<file path="config.mk">
export PLATFORM = sky130hd
export DESIGN_NAME = edge_irq_bridge
export DESIGN_NICKNAME = d
export VERILOG_FILES = /design/src/rtl/irqb_pkg.sv /design/src/rtl/irqb_edge_det.sv /design/src/rtl/irqb_cause_bank.sv /design/src/rtl/irqb_prio_enc.sv /design/src/rtl/edge_irq_bridge.sv
export SDC_FILE = /design/constraint.sdc
export NUM_CORES = 1
export LEC_CHECK = 0
export BUFFER_PORTS_ARGS = -buffer_cell sky130_fd_sc_hd__buf_4
export CAP_MARGIN = 5
export CORE_MARGIN = 2
export CORE_UTILIZATION = 58
export CTS_CLUSTER_SIZE = 12
export DETAILED_ROUTE_END_ITERATION = 12
export GPL_ROUTABILITY_DRIVEN = 0
export HOLD_SLACK_MARGIN = 0.12
export PLACE_DENSITY = 0.85
export REMOVE_ABC_BUFFERS = 1
export SYNTH_ARGS = -nofsm -noshare
export SYNTH_HDL_FRONTEND = slang
export SYNTH_SLANG_ARGS = --single-unit
</file>
<file path="constraint.sdc">
create_clock -name clk_i -period 6.95 [get_ports clk_i]
set_input_delay 1.39 -clock clk_i [delete_from_list [all_inputs] [get_ports clk_i]]
set_output_delay 1.39 -clock clk_i [all_outputs]
set_load 0.01 [all_outputs]
</file>
<file path="src/rtl/irqb_pkg.sv">
package irqb_pkg;
  localparam int WORD_W      = 32;
  localparam int REG_CAUSE   = 0;
  localparam int REG_MASK    = 1;
  localparam int REG_STAT    = 2;
  localparam int STAT_IDX_W  = 5;
  localparam int STAT_ANY_B  = 31;
  localparam int STAT_PAD_W  = STAT_ANY_B - STAT_IDX_W;
endpackage

</file>
<file path="src/rtl/irqb_edge_det.sv">
module irqb_edge_det #(
  parameter int N = 32
) (
  input  logic         clk_i,
  input  logic         rst_ni,
  input  logic [N-1:0] src_i,
  output logic [N-1:0] rise_o
);
  logic [N-1:0] prev_q;

  always_ff @(posedge clk_i or negedge rst_ni) begin
    if (!rst_ni) prev_q <= '0;
    else         prev_q <= src_i;
  end

  assign rise_o = src_i & ~prev_q;
endmodule

</file>
<file path="src/rtl/irqb_cause_bank.sv">
module irqb_cause_bank #(
  parameter int N = 32
) (
  input  logic         clk_i,
  input  logic         rst_ni,
  input  logic [N-1:0] set_i,
  input  logic         wr_i,
  input  logic [N-1:0] keep_i,
  output logic [N-1:0] cause_o
);
  for (genvar b = 0; b < N; b++) begin : g_bit
    logic bit_q;
    always_ff @(posedge clk_i or negedge rst_ni) begin
      if (!rst_ni) bit_q <= 1'b0;
      // set has priority over a same-cycle clear
      else         bit_q <= (bit_q & (~wr_i | keep_i[b])) | set_i[b];
    end
    assign cause_o[b] = bit_q;
  end
endmodule

</file>
<file path="src/rtl/irqb_prio_enc.sv">
module irqb_prio_enc #(
  parameter int N     = 32,
  parameter int IDX_W = 5
) (
  input  logic [N-1:0]     pend_i,
  output logic             any_o,
  output logic [IDX_W-1:0] idx_o
);
  always_comb begin
    idx_o = '0;
    for (int i = 0; i < N; i++) begin
      if (pend_i[i]) idx_o = IDX_W'(i);
    end
  end

  assign any_o = |pend_i;
endmodule

</file>
<file path="src/rtl/edge_irq_bridge.sv">
module edge_irq_bridge
  import irqb_pkg::*;
#(
  parameter int N_SRC  = 32,
  parameter int ADDR_W = 2
) (
  input  logic              clk_i,
  input  logic              rst_ni,
  input  logic [N_SRC-1:0]  src_i,
  input  logic              we_i,
  input  logic [ADDR_W-1:0] addr_i,
  input  logic [WORD_W-1:0] wdata_i,
  output logic [WORD_W-1:0] rdata_o,
  output logic              irq_o
);
  logic [N_SRC-1:0]      edge_w;
  logic [N_SRC-1:0]      cause_q;
  logic [N_SRC-1:0]      mask_q;
  logic [N_SRC-1:0]      pend_w;
  logic                  stat_any;
  logic [STAT_IDX_W-1:0] stat_idx;
  logic                  irq_q;
  logic                  sel_cause, sel_mask, sel_stat;

  assign sel_cause = (addr_i == ADDR_W'(REG_CAUSE));
  assign sel_mask  = (addr_i == ADDR_W'(REG_MASK));
  assign sel_stat  = (addr_i == ADDR_W'(REG_STAT));

  irqb_edge_det #(.N(N_SRC)) u_edge (
    .clk_i  (clk_i),
    .rst_ni (rst_ni),
    .src_i  (src_i),
    .rise_o (edge_w)
  );

  irqb_cause_bank #(.N(N_SRC)) u_cause (
    .clk_i   (clk_i),
    .rst_ni  (rst_ni),
    .set_i   (edge_w),
    .wr_i    (we_i & sel_cause),
    .keep_i  (wdata_i[N_SRC-1:0]),
    .cause_o (cause_q)
  );

  always_ff @(posedge clk_i or negedge rst_ni) begin
    if (!rst_ni)              mask_q <= '0;
    else if (we_i & sel_mask) mask_q <= wdata_i[N_SRC-1:0];
  end

  assign pend_w = cause_q & mask_q;

  irqb_prio_enc #(.N(N_SRC), .IDX_W(STAT_IDX_W)) u_prio (
    .pend_i (pend_w),
    .any_o  (stat_any),
    .idx_o  (stat_idx)
  );

  always_ff @(posedge clk_i or negedge rst_ni) begin
    if (!rst_ni) irq_q <= 1'b0;
    else         irq_q <= stat_any;
  end
  assign irq_o = irq_q;

  always_comb begin
    rdata_o = '0;
    if (sel_cause)     rdata_o = WORD_W'(cause_q);
    else if (sel_mask) rdata_o = WORD_W'(mask_q);
    else if (sel_stat) rdata_o = {stat_any & 1'b1, {STAT_PAD_W{1'b0}}, stat_any ? stat_idx : '0};
  end
endmodule

</file>
; Yosys cells after proc, flatten, opt, wreduce, memory -nomap -nowiden
; Index checks and enable logic that the tools add are counted.
[op_classes]
n_eq_ne = 2
n_mux = 35
bitwise_logic = 102
n_reduce_logical = 2
[op_table]
columns = cell, count
row1 = $mux 32, 3
row2 = $mux 5, 17
row3 = $and 32x32->32, 2
row4 = $or 1x1->1, 64
row5 = $and 1x1->1, 34
row6 = $mux 4, 8
row7 = $not 32->32, 1
row8 = $reduce_or 32->1, 1
row9 = $mux 3, 4
row10 = $mux 2, 2
row11 = $eq 2x1->1 const B, 1
row12 = $eq 2x2->1 const B, 1
row13 = $logic_not 2->1, 1
row14 = $mux 1, 1
row15 = $not 1->1, 1
[totals]
ff_bits = 97
in_bits = 69
output_inout_bits = 33
elab_cells = 176

; Longest topological paths before layout
[depth]
depth_word = 36
depth_mapped = 6
depth_no_buf = 6

; Cells and area by module
; A second synthesis with hierarchy kept.
[unflattened]
cells_unflattened = 437
hier_area_um2 = 5202.5
[by_module_without_submodules]
columns = mod, n_inst, cells_each, area_per_inst_um2, seq_area_each_um2
row1 = edge_irq_bridge, 1, 180, 2090.8, 825.8
row2 = irqb_cause_bank, 1, 131, 1503.9, 800.8
row3 = irqb_edge_det, 1, 64, 1241.2, 800.8
row4 = irqb_prio_enc, 1, 62, 366.6, 0.0

; Least setup slack after synthesis
; OpenSTA, ideal clock, no wires.
[synth_timing]
kind = input to output
from = in addr_i[0]
to = out rdata_o[1]
arrival_ps = 2358
slack_ps = 3202
path_stages = 4
path_buffers = 2
path_cell_list = buf_4 > clkbuf_1 > mux2i_1 > o22ai_1
[synth_via]
elab_chain_cells = 4
word_cells_on_any_way = 6
classes_between = eq/ne: 2 / mux: 3 / reduce/logical: 1
[synth_lines]
columns = item, line_no
row1 = start: declaration, edge_irq_bridge.sv:11  ; input logic [ADDR_W-1:0] addr_i,
row2 = $eq 2x2->1, edge_irq_bridge.sv:27  ; assign sel_stat = (addr_i == ADDR_W'(REG_STAT));
row3 = $mux 32, edge_irq_bridge.sv:68  ; else if (sel_stat) rdata_o = {stat_any & 1'b1, {STAT_PAD_W{1'b0}}, stat_any ? stat_idx : '0};
row4 = $mux 32, edge_irq_bridge.sv:67  ; else if (sel_mask) rdata_o = WORD_W'(mask_q);
row5 = $mux 32 (*), edge_irq_bridge.sv:66  ; if (sel_cause) rdata_o = WORD_W'(cause_q);
row6 = end: declaration, edge_irq_bridge.sv:13  ; output logic [WORD_W-1:0] rdata_o,
; Every way passes the cells marked *; elsewhere a longest branch is shown, timed or not.

; Final worst setup path
[layout_timing]
from = reg u_cause.g_bit[20].bit_q
to = out rdata_o[1]
[layout_via]
word_cells_on_any_way = 18
classes_between = mux: 16 / bitwise: 1 / reduce/logical: 1
[layout_rtl]
columns = item, line_no
row1 = start: declaration, irqb_cause_bank.sv:12  ; logic bit_q;
row2 = start signal: assignment, irqb_cause_bank.sv:16  ; else bit_q <= (bit_q & (~wr_i | keep_i[b])) | set_i[b];
row3 = $and 32x32->32, edge_irq_bridge.sv:50  ; assign pend_w = cause_q & mask_q;
row4 = $reduce_or 32->1, irqb_prio_enc.sv:16  ; assign any_o = |pend_i;
row5 = net stat_any, edge_irq_bridge.sv:20  ; logic stat_any;
row6 = $mux 5, edge_irq_bridge.sv:68
row7 = $mux 32, edge_irq_bridge.sv:68
row8 = $mux 32, edge_irq_bridge.sv:67
row9 = $mux 32, edge_irq_bridge.sv:66
; The timed path passes the listed nets, and every way through them passes these cells.

==> results.json <==
{
  "status": "finished clean",
  "p_switching_uw": 393,
  "postRouteAntennaNets": 0,
  "drt_iter0_drc": 128,
  "r2r_slack_ns": 4.95,
  "die_x_um": 90.1,
  "area_growth_pct": 23.9,
  "critPathKind": "reg -> out",
  "grt_usage_pct": 25.0,
  "synth_area_um2": 4300,
  "hold_buffers": 0,
  "skew_ns": 0.00807,
  "antenna_found_initial": 0,
  "start_util_pct": 59.6,
  "grt_pass1_vias": 3352,
  "drive_above_1_share_pct": 32.5,
  "nets": 553,
  "ys_warn_count": 0,
  "postCtsResizedCells": 0,
  "pre_cts_ws_ns": 3.06,
  "row_count": 31,
  "vias": 3246,
  "p_sw_share_pct": 29.4,
  "worstSkewPairLatency_ns": 0.36,
  "cp_max_fo": 4,
  "routed_wl_um": 9650,
  "clkPwrFrac_pct": 27.1,
  "cts_buffers": 9,
  "placedCellCount": 572,
  "critical_path.slowest_cell": "or4b_4",
  "synth.distinct_cells": 45,
  "hold_slack_ns": 0.415,
  "max_cap_viol_count": 0,
  "syn_inst": 384,
  "seqPwrFrac_pct": 51.5,
  "p_leak_uw": 0.00251,
  "cts_tree": "built",
  "wl_per_cell_um": 16.4,
  "path_cells": "a22oi_1 -> nand3_1 -> or3_1 -> or4b_4 -> nand2_4 -> o22ai_1 -> buf_4",
  "cp_data_arrival_time_ns": 2.56,
  "ios": 102,
  "synth_seq_cells": 97,
  "antenna_cells": 0,
  "design.core.area_um2": 7210,
  "post_cts_buffers": 0,
  "grt_overflow": 0,
  "root_buffer": "clkbuf_8",
  "start_kind": "register",
  "final_cells": 588,
  "final_hold_viol_count": 0,
  "syn-mean-instance-area_um2": 11.2,
  "min_path_type": "reg -> reg",
  "critPathTopFamily": "simple AND/OR/NAND/NOR gates",
  "path_buf_inv": 1,
  "finalSetupViolations": 0,
  "finalCriticalPeriod_ns": 3.95,
  "relSlewSlack_pct": 56.4,
  "worst_pin_slew_ns": 0.654,
  "ir_worst_vdd_uv": 136,
  "cts_sinks": 97,
  "die_y_um": 90.1,
  "p_comb_share_pct": 21.4,
  "dieArea_um2": 8120,
  "drc_errors": 0,
  "fin_ws_ns": 3.00,
  "rsz0062_at_grt": "false",
  "clockBufferDepth": 2,
  "routed_via_density": 5.52,
  "max_freq_mhz": 253,
  "critPathMaxStageDelay_ns": 0.59,
  "min_period_over_period_pct": 56.8,
  "worstPathRequired_ns": 5.56,
  "slew_viol_final": 0,
  "seq_area_frac_synth_pct": 56.4,
  "end_kind": "output pin",
  "first_pass_iters": 4,
  "clk_pin_slew_worst_paths_ns": 0.09,
  "io_buffers": 101,
  "hpwl_um": 6740,
  "power_density_nw_per_um2": 251,
  "grt_pass1_wl_um": 16100,
  "cts-htree-levels": 3,
  "p_int_uw": 944,
  "grt_max_degree": 53,
  "final.setup.tns_ns": 0
}
## sequential cells by signal, summed over array words and instances, names as in the netlist
name / cells
mask_q: 32
irq_o: 1
u_cause.g_bit.bit_q: 32
u_edge.prev_q: 32
## power by group through the flow
stage	sequential, uW	combinational [uW]	clock, uW
final	688	286	362
after global routing	697	318	394
after CTS	687	289	373
after detailed placement	697	286	0
after global placement	692	278	0
after floorplan	680	166	0
## cell type report
type                       instances  area [um^2]
fill                             522         1880
tap                               99          124
clock inverter                     5         62.6
multi-input combinational        241         1690
clock buffer                      11          131
sequential                        97         2430
inverter                          32          120
timing repair buffer             103          773
## metrics by stage
stage                     area (um^2)  util [%]  total power, uW
after floorplan                  4240         -              846
after global placement           5140      71.2              971
after detailed placement         5140      71.2              983
after CTS                        5330      73.9             1350
after global routing             5330      73.9             1410
final                            5330      73.9             1340
## final timing paths
kind | startpoint | endpoint | cells after the start
min | u_edge.prev_q[4] | u_cause.g_bit[4].bit_q | 1
max in group asynchronous | rst_ni | mask_q[9] | 2
max | u_cause.g_bit[20].bit_q | rdata_o[1] | 7
max reg2reg | u_cause.g_bit[20].bit_q | irq_o | 4
min reg2reg | u_edge.prev_q[4] | u_cause.g_bit[4].bit_q | 1
min in group asynchronous | rst_ni | u_cause.g_bit[23].bit_q | 1
## worst reg2reg max path, delay by kind of cell (launching register included)
kind	cells	cell delay, ns
flip-flops	1	0.42
AND/OR/NAND/NOR	3	1.16
AO/OA/AOI/OAI	1	0.30
## synthesized netlist by cell type (all sizes together)
cell type / number / area share [%]
inv: 32 / 2.8
or4b: 1 / 0.32
nand4: 3 / 0.44
buf: 3 / 0.52
nand3b: 1 / 0.17
mux2i: 32 / 7.4
o211ai: 2 / 0.35
o21ai: 66 / 7.8
o21bai: 1 / 0.17
a41oi: 1 / 0.20
o22ai: 3 / 0.58
and2b: 1 / 0.20
or3b: 1 / 0.20
nor2: 28 / 2.4
and3: 1 / 0.15
a211oi: 1 / 0.17
nand3: 7 / 0.81
a32o: 1 / 0.23
o31a: 1 / 0.20
a31oi: 1 / 0.15
a21oi: 6 / 0.70
mux2: 32 / 8.4
nand2: 20 / 1.9
a22oi: 12 / 2.6
a22o: 5 / 1.0
a32oi: 2 / 0.41
o311a: 1 / 0.23
a221oi: 1 / 0.20
o2bb2ai: 1 / 0.20
dfrtp: 97 / 56
a211o: 1 / 0.20
clkbuf: 11 / 0.96
or2b: 2 / 0.35
a222oi: 2 / 0.47
nand2b: 1 / 0.15
o22a: 1 / 0.20
a21boi: 1 / 0.17
or3: 1 / 0.15
## per-layer routing
metal	part of all wire (%)	routed length (um)	global-route usage, %
met3	4.4	428	6.54
met2	51	4900	42.9
met5	0	0	0
met1	44	4210	32.0
met4	1.2	112	6.03
## cells by family (layout without fill, tap and decap cells)
family,after synthesis,after routing,share of synthesized area (%)
AOI/OAI and AO/OA,110,110,16.2
muxes,64,64,15.8
buffers and inverters,46,151,4.27
and+or+nand+nor,67,67,7.30
DFF,97,97,56.4
## layout by cell type, fill, tap and decap left out, types with 3 or more instances in the layout
master | synthesis | final
nand2_1 | 19 | 19
mux2i_1 | 32 | 32
nor2_1 | 28 | 28
a21oi_1 | 6 | 6
buf_4 | 1 | 103
mux2_2 | 32 | 32
nand4_1 | 3 | 3
clkbuf_8 | 0 | 9
nand3_1 | 7 | 7
a22oi_2 | 4 | 4
a22oi_1 | 8 | 8
o21ai_0 | 64 | 64
inv_1 | 32 | 32
a22o_1 | 5 | 5
dfrtp_1 | 97 | 97
Power figures use the tool's default switching activity.
